File: config.mk
export PLATFORM = sky130hd
export DESIGN_NAME = wstrobe_ctl
export DESIGN_NICKNAME = d
export VERILOG_FILES = /design/src/rtl/wstrobe_pkg.sv /design/src/rtl/wstrobe_sync_ctl.sv /design/src/rtl/wstrobe_datapath.sv /design/src/rtl/wstrobe_ctl.sv
export SDC_FILE = /design/constraint.sdc
export NUM_CORES = 1
export LEC_CHECK = 0
export BUFFER_PORTS_ARGS = -buffer_cell sky130_fd_sc_hd__buf_2
export CAP_MARGIN = 5
export CORE_MARGIN = 2
export CORE_UTILIZATION = 40
export CTS_CLUSTER_DIAMETER = 200
export DETAILED_ROUTE_END_ITERATION = 8
export SYNTH_ARGS = -nofsm -noshare
export SYNTH_HDL_FRONTEND = slang
export SYNTH_HIERARCHICAL = 1
export SYNTH_SLANG_ARGS = --single-unit
File: constraint.sdc
create_clock -name clk -period 1.54 [get_ports clk]
set_clock_uncertainty 0.2 [all_clocks]
set_input_delay 0.231 -clock clk [delete_from_list [all_inputs] [get_ports clk]]
set_output_delay 0.231 -clock clk [all_outputs]
set_load 0.005 [all_outputs]
File: src/rtl/wstrobe_pkg.sv
package wstrobe_pkg;

  // Strobes from the sequencing logic to the datapath
  typedef struct packed {
    logic shiftEn;  // take serBit into the staging register
    logic loadEn;   // copy staging register into the latch
    logic enHeld;   // synchronized enable is high (shifting inhibited)
    logic serBit;   // synchronized serial data aligned with shiftEn
  } ctrlStb_t;

endpackage

File: src/rtl/wstrobe_sync_ctl.sv
module wstrobe_sync_ctl
  import wstrobe_pkg::*;
#(
  parameter int SyncStages = 2
) (
  input  logic     clk,
  input  logic     rstN,
  input  logic     serClk,
  input  logic     serData,
  input  logic     regEn,
  output ctrlStb_t stb
);

  localparam int Last = SyncStages - 1;

  logic [SyncStages-1:0] clkSync;
  logic [SyncStages-1:0] datSync;
  logic [SyncStages-1:0] enSync;
  logic clkPrev;
  logic enPrev;

  generate
    if (SyncStages == 1) begin : gSingle
      always_ff @(posedge clk or negedge rstN) begin
        if (!rstN) begin
          clkSync <= '0;
          datSync <= '0;
          enSync  <= '0;
        end else begin
          clkSync <= serClk;
          datSync <= serData;
          enSync  <= regEn;
        end
      end
    end else begin : gChain
      always_ff @(posedge clk or negedge rstN) begin
        if (!rstN) begin
          clkSync <= '0;
          datSync <= '0;
          enSync  <= '0;
        end else begin
          clkSync <= {clkSync[SyncStages-2:0], serClk};
          datSync <= {datSync[SyncStages-2:0], serData};
          enSync  <= {enSync[SyncStages-2:0], regEn};
        end
      end
    end
  endgenerate

  always_ff @(posedge clk or negedge rstN) begin
    if (!rstN) begin
      clkPrev <= 1'b0;
      enPrev  <= 1'b0;
    end else begin
      clkPrev <= clkSync[Last];
      enPrev  <= enSync[Last];
    end
  end

  always_comb begin
    stb.enHeld  = enSync[Last];
    stb.serBit  = datSync[Last];
    stb.shiftEn = clkSync[Last] & ~clkPrev & ~enSync[Last];
    stb.loadEn  = enSync[Last] & ~enPrev;
  end

endmodule

File: src/rtl/wstrobe_datapath.sv
module wstrobe_datapath
  import wstrobe_pkg::*;
#(
  parameter int MagBits  = 4,
  parameter int WordBits = MagBits + 2
) (
  input  logic                clk,
  input  logic                rstN,
  input  ctrlStb_t            stb,
  output logic [WordBits-1:0] shiftStage,
  output logic [MagBits:0]    offsetWord,
  output logic                testMode,
  output logic [MagBits:0]    offsetSigned
);

  localparam int SignPos = MagBits;
  localparam int TestPos = MagBits + 1;

  logic [WordBits-1:0] stageQ;
  logic [WordBits-1:0] latchQ;
  logic [MagBits:0]    magExt;

  always_ff @(posedge clk or negedge rstN) begin
    if (!rstN) begin
      stageQ <= '0;
    end else if (stb.shiftEn) begin
      stageQ <= {stageQ[WordBits-2:0], stb.serBit};
    end
  end

  always_ff @(posedge clk or negedge rstN) begin
    if (!rstN) begin
      latchQ <= '0;
    end else if (stb.loadEn) begin
      latchQ <= stageQ;
    end
  end

  always_comb begin
    magExt = {1'b0, latchQ[MagBits-1:0]};
    if (latchQ[SignPos]) begin
      offsetSigned = {(MagBits+1){1'b0}} - magExt;
    end else begin
      offsetSigned = magExt;
    end
  end

  assign shiftStage = stageQ;
  assign offsetWord = latchQ[SignPos:0];
  assign testMode   = latchQ[TestPos];

endmodule

File: src/rtl/wstrobe_ctl.sv
module wstrobe_ctl
  import wstrobe_pkg::*;
#(
  parameter int MagBits    = 4,
  parameter int SyncStages = 2
) (
  input  logic           clk,
  input  logic           rstN,
  input  logic           serClk,
  input  logic           serData,
  input  logic           regEn,
  output logic [MagBits:0] offsetWord,
  output logic [MagBits:0] offsetSigned,
  output logic           testMode
);

  localparam int WordBits = MagBits + 2;

  ctrlStb_t            stb;
  logic [WordBits-1:0] shiftStage;

  wstrobe_sync_ctl #(
    .SyncStages(SyncStages)
  ) ctl_i (
    .clk    (clk),
    .rstN   (rstN),
    .serClk (serClk),
    .serData(serData),
    .regEn  (regEn),
    .stb    (stb)
  );

  wstrobe_datapath #(
    .MagBits (MagBits),
    .WordBits(WordBits)
  ) dp_i (
    .clk         (clk),
    .rstN        (rstN),
    .stb         (stb),
    .shiftStage  (shiftStage),
    .offsetWord  (offsetWord),
    .testMode    (testMode),
    .offsetSigned(offsetSigned)
  );

endmodule

==> results of run 1 <==
-- per-layer routing --
metal | vias up | track usage | routed length, um
met4 | 0 | 0.08108 | 12
met5 | - | 0 | 0
met1 | 216 | 0.1225 | 512
met2 | 13 | 0.1947 | 542
li1 | 215 | - | -
met3 | 2 | 0.02264 | 50
-- how the worst max path moves through the flow --
stage,from,to,slack (ns),cells past startpoint
6_report,dp_i/latchQ[1],offsetSigned[2],-0.19,5
5_1_grt,dp_i/latchQ[0],offsetSigned[3],-0.29,4
4_1_cts,dp_i/latchQ[0],offsetSigned[3],-0.22,4
3_5_place_dp,dp_i/latchQ[1],offsetSigned[2],0.07,5
3_3_place_gp,dp_i/latchQ[1],offsetSigned[2],0.11,5
2_1_floorplan,dp_i/latchQ[1],offsetSigned[2],0.17,4
-- sequential cells by signal (all words and copies together), names as in the netlist --
register,cells
dp_i/shiftStage,6
ctl_i/clkSync,2
ctl_i/enPrev,1
dp_i/latchQ,6
ctl_i/datSync,2
ctl_i/clkPrev,1
ctl_i/enSync,2
-- power by group --
| part | total [uW] | internal, uW | switching, uW |
|---|---|---|---|
| Combinational | 524 | 328 | 197 |
| Sequential | 774 | 660 | 115 |
| Clock | 295 | 144 | 151 |
| Total | 1590 | 1130 | 463 |
-- metrics by stage --
stage / power (uW) / utilization / std cells / setup TNS, ns / hold WS (ns)
4_1_cts: 1588 / 0.5447 / 99 / -0.6516 / 0.1632
2_1_floorplan: 1021 / - / 51 / 0 / -0.2646
5_1_grt: 1713 / 0.5489 / 99 / -0.9010 / 0.1779
6_report: 1594 / 0.5489 / 99 / -0.5724 / 0.1595
3_3_place_gp: 1225 / 0.4858 / 90 / 0 / -0.004337
3_5_place_dp: 1235 / 0.4858 / 90 / 0 / 0.001248
-- repair_timing --
action	4_1_cts	5_1_grt
gates resized for setup	5	1
hold endpoints to repair	23	0
endpoints found under the setup margin	4	4
pin swaps	2	1
gates cloned	0	0
hold buffers	4	0
buffers inserted	1	0
-- layout make-up --
class | instances | area share
clock buffer | 4 | 0.03747
inverter | 2 | 0.007752
multi-input combinational | 25 | 0.2558
sequential | 20 | 0.5168
tap | 25 | 0.03230
timing repair buffer | 23 | 0.1499
-- worst max-delay path, delay by kind of cell (launching register included) --
kind                       cells  cell delay (ns)
buffers and inverters          2             0.19
and+or+nand+nor                1             0.14
adders and majority gates      1             0.16
xor gates and xnor gates       1             0.12
DFF                            1             0.40
==> results.yml, run 1 <==
status:
  outcome: "complete, but fails checks"
  violations: "negative setup slack"
yosys:
  yosysWarnings: 6
  synth_cells: 51
  syn_area_per_cell_sq_um: 15.01
  synth_nets: 57
  synth.cell_area_sq_um: 765.7
finish:
  diodes: 0
  layout_common_cells: "dfrtp_1, buf_2, mux2_2"
  final_cell_area_sq_um: 968.4
  seq_area_sq_um: 500.5
  fin_nets: 81
  layout_commonest_cell: "dfrtp_1"
  multi_input_area_sq_um: 247.7
  syn_to_final_growth_pct: 26.47
  drive_gt1_frac: 0.5405
  fillerInstances: 171
clock_network:
  clock-sinks: 20
  cts.htree.levels: 1
  clockBufferDepth: 2
  clk_pin_slew_worst_paths_ns: 0.10
  cts_made_buffers: 3
  root_buffer: "clkbuf_4"
  clk-insertion-delay-late_ns: 0.29
  cts_tree: "yes"
sta:
  rsz0062_at_grt: "true"
  setup_viol: 4
  slew_headroom: 0.7108
  final_max_slew_viol_count: 0
  layout_setup_ws_ns: -0.1902
  period_share: 1.123
  tightest_slew_ns: 0.4337
  fmax_mhz: 578.0
  min_period_ns: 1.730
  finalHoldViolCount: 0
routing:
  drt_wl_total_um: 1117
  dr_total_vias: 446
  first_pass_iters: 2
  wl_per_cell_um: 11.28
  drt_iter0_markers: 1
  viasPerCell: 4.505
  drc: 0
  antenna_left: 0
grt:
  antenna_found_initial: 0
  overflow: 0
  grt_max_degree: 21
  grt_pass1_wl_um: 1697
  grt_usage: 0.1131
  grt_pass1_vias: 427
worst_setup_path:
  reg2reg_from: "ctl_i/enSync[1]"
  cp_max_fo: 3
  worstPathRequired_ns: 1.11
  slowest_stage: "dfrtp_1"
  crit_chain: "inv_2 > ha_4 > nand2b_4 > xnor2_2 > buf_2"
  slowest_delay_ns: 0.40
  critPathKind: "flip-flop to output pin"
  reg2reg_slack_ns: 0.15
  r2r_cells: 3
  crit_path_end_kind: "output pin"
  startpoint_type: "flip-flop"
  worstPathArrival_ns: 1.30
  reg2reg_to: "dp_i/shiftStage[0]"
die:
  dieWidth_um: 47.76
  core-area_sq_um: 1764
  die_h_um: 47.76
  io-pin-count: 16
  die_area_sq_um: 2281
  rows: 15
  start_util: 0.4340
worst_hold_path:
  hp-start: "ctl_i/datSync[0]"
  whs_path_depth: 0
  holdPathEnd: "ctl_i/datSync[1]"
  worstHoldPathType: "flip-flop to flip-flop"
place:
  hpwl_um: 723.9
  globalplace.congestion: 0.6888
  io_buffers: 15
  placed_area_sq_um: 857.1
  place_ws_ns: 0.07266
pwr:
  ir_drop_mv: 0.8384
  leakage_uw: 0.0004612
  power_density_nw_per_um2: 1646
flow_run:
  maxCapViolCount: 0
Power figures use the tool's default switching activity.
==> inputs of run 2 (changes only) <==
Settings changed: CTS_BUF_LIST set to sky130_fd_sc_hd__clkbuf_4, SKIP_CTS_REPAIR_TIMING set to 1, SLEW_MARGIN set to 30.
==> run 2 against run 1 <==
  * Critical path type unchanged
  * Sequential share of layout area grew 0.13 points
  * Clock-buffer cell count shrank 1
  * Maximum frequency shrank 1.6%
  * Highest routed layer unchanged
  * Total power shrank 2.6%
  * The run still ends with negative setup slack left
  * Largest cell class unchanged
==> results.yml, run 2 (synthesis results as in run 1) <==
status:
  outcome: "complete, but fails checks"
  violations: "negative setup slack"
die:
  die_area_sq_um: 2281
  io-pin-count: 16
  die_h_um: 47.76
  core-area_sq_um: 1764
  rows: 15
  dieWidth_um: 47.76
  start_util: 0.4340
worst_setup_path:
  slowest_delay_ns: 0.40
  r2r_cells: 3
  path_buf_inv: 2
  cp_max_fo: 3
  worstPathRequired_ns: 1.11
  reg2reg_from: "ctl_i/enSync[1]"
  cp.depth: 5
  startpoint_type: "flip-flop"
  cp-startpoint: "dp_i/latchQ[1]"
  crit_family: "flip-flops"
  reg2reg_slack_ns: 0.16
  critPathKind: "flip-flop to output pin"
  reg2reg_to: "dp_i/shiftStage[2]"
  slowest_stage: "dfrtp_1"
  crit_chain: "inv_2 > ha_4 > nand2b_4 > xnor2_2 > buf_2"
  worstPathArrival_ns: 1.33
  crit_path_end_kind: "output pin"
  crit_end: "offsetSigned[2]"
clock_network:
  root_buffer: "clkbuf_4"
  clk_pin_slew_worst_paths_ns: 0.10
  clk-insertion-delay-late_ns: 0.29
  clockBufferDepth: 2
  cts_made_buffers: 3
  clock-sinks: 20
  cts_tree: "yes"
  cts.htree.levels: 1
routing:
  drt_iter0_markers: 0
  first_pass_iters: 1
  antenna_left: 0
  drc: 0
  drt_wl_total_um: 1098
  wl_per_cell_um: 10.98
  dr_total_vias: 443
  viasPerCell: 4.430
finish:
  syn_to_final_growth_pct: 26.14
  layout_common_cells: "dfrtp_1, buf_2, mux2_2"
  layout_commonest_cell: "dfrtp_1"
  fillerInstances: 172
  drive_gt1_frac: 0.5333
  fin_nets: 82
  diodes: 0
sta:
  rsz0062_at_grt: "true"
  finalHoldViolCount: 0
  tightest_slew_ns: 0.4298
  period_share: 1.141
  whs_ns: 0.1594
  fmax_mhz: 568.9
  slew_headroom: 0.7135
  min_period_ns: 1.758
  setup_viol: 4
  layout_setup_ws_ns: -0.2176
  final_max_slew_viol_count: 0
pwr:
  leakage_uw: 0.0004599
  pwr-share-comb: 0.345
  power_density_nw_per_um2: 1607
  p_int_uw: 1090
  pwr-share-seq: 0.498
  p_sw_uw: 461.8
  ir_drop_mv: 0.8237
  swShare: 0.2975
  power_frac_clock: 0.156
grt:
  overflow: 0
  antenna_found_initial: 0
  grt_pass1_vias: 397
  grt_max_degree: 21
  grt_pass1_wl_um: 1559
  grt_usage: 0.1037
place:
  globalplace.congestion: 0.6888
  hpwl_um: 723.9
  place_ws_ns: 0.07266
  io_buffers: 15
worst_hold_path:
  hp-start: "ctl_i/datSync[0]"
  worstHoldPathType: "flip-flop to flip-flop"
flow_run:
  maxCapViolCount: 0
==> run 2: changes by cell type in the layout (fill, tap and decap cells not counted) <==
cell	previous run	this run
buf_4	4	5
clkbuf_8	1	0
clkinv_1	0	1
==> run 2: worst min-delay path by stage <==
stage                             endpoint  depth (start not counted)
after floorplan              ctl_i/clkPrev                          0
after global placement     ctl_i/enSync[0]                          1
after detailed placement   ctl_i/enSync[0]                          1
after CTS                  ctl_i/enSync[0]                          1
after global routing      ctl_i/datSync[1]                          0
final                     ctl_i/datSync[1]                          0
==> run 2: cell type report <==
| type | instances | area, sq um | share of cell area |
|---|---|---|---|
| clock buffers | 3 | 22.52 | 0.02332 |
| clock inverters | 1 | 3.754 | 0.003886 |
| inverters | 2 | 7.507 | 0.007772 |
| multi-input cells | 25 | 247.7 | 0.2565 |
| flip-flops and latches | 20 | 500.5 | 0.5181 |
| well taps | 25 | 31.28 | 0.03238 |
| repair buffers | 24 | 152.6 | 0.1580 |
==> run 2: power groups by stage <==
stage	combinational, uW	sequential, uW	clock [uW]
after global routing	600	792	273
after floorplan	247	773	0
after detailed placement	458	777	0
final	536	774	243
after global placement	453	771	0
after CTS	457	767	257
==> run 2: metal layers <==
metal / global-route usage / routed length, um
met1: 0.1201 / 506
met2: 0.1653 / 526
met3: 0.02264 / 54
met4: 0.08108 / 10
met5: 0 / 0
==> run 2: stage by stage <==
stage | power [uW] | TNS (ns) | area [sq um] | util | std cells
final | 1552 | -0.7270 | 965.9 | 0.5475 | 100
after global routing | 1665 | -1.059 | 965.9 | 0.5475 | 100
after CTS | 1481 | -0.8479 | 883.3 | 0.5007 | 94
after detailed placement | 1235 | 0 | 857.1 | 0.4858 | 90
after global placement | 1225 | 0 | 857.1 | 0.4858 | 90
after floorplan | 1021 | 0 | 765.7 | - | 51
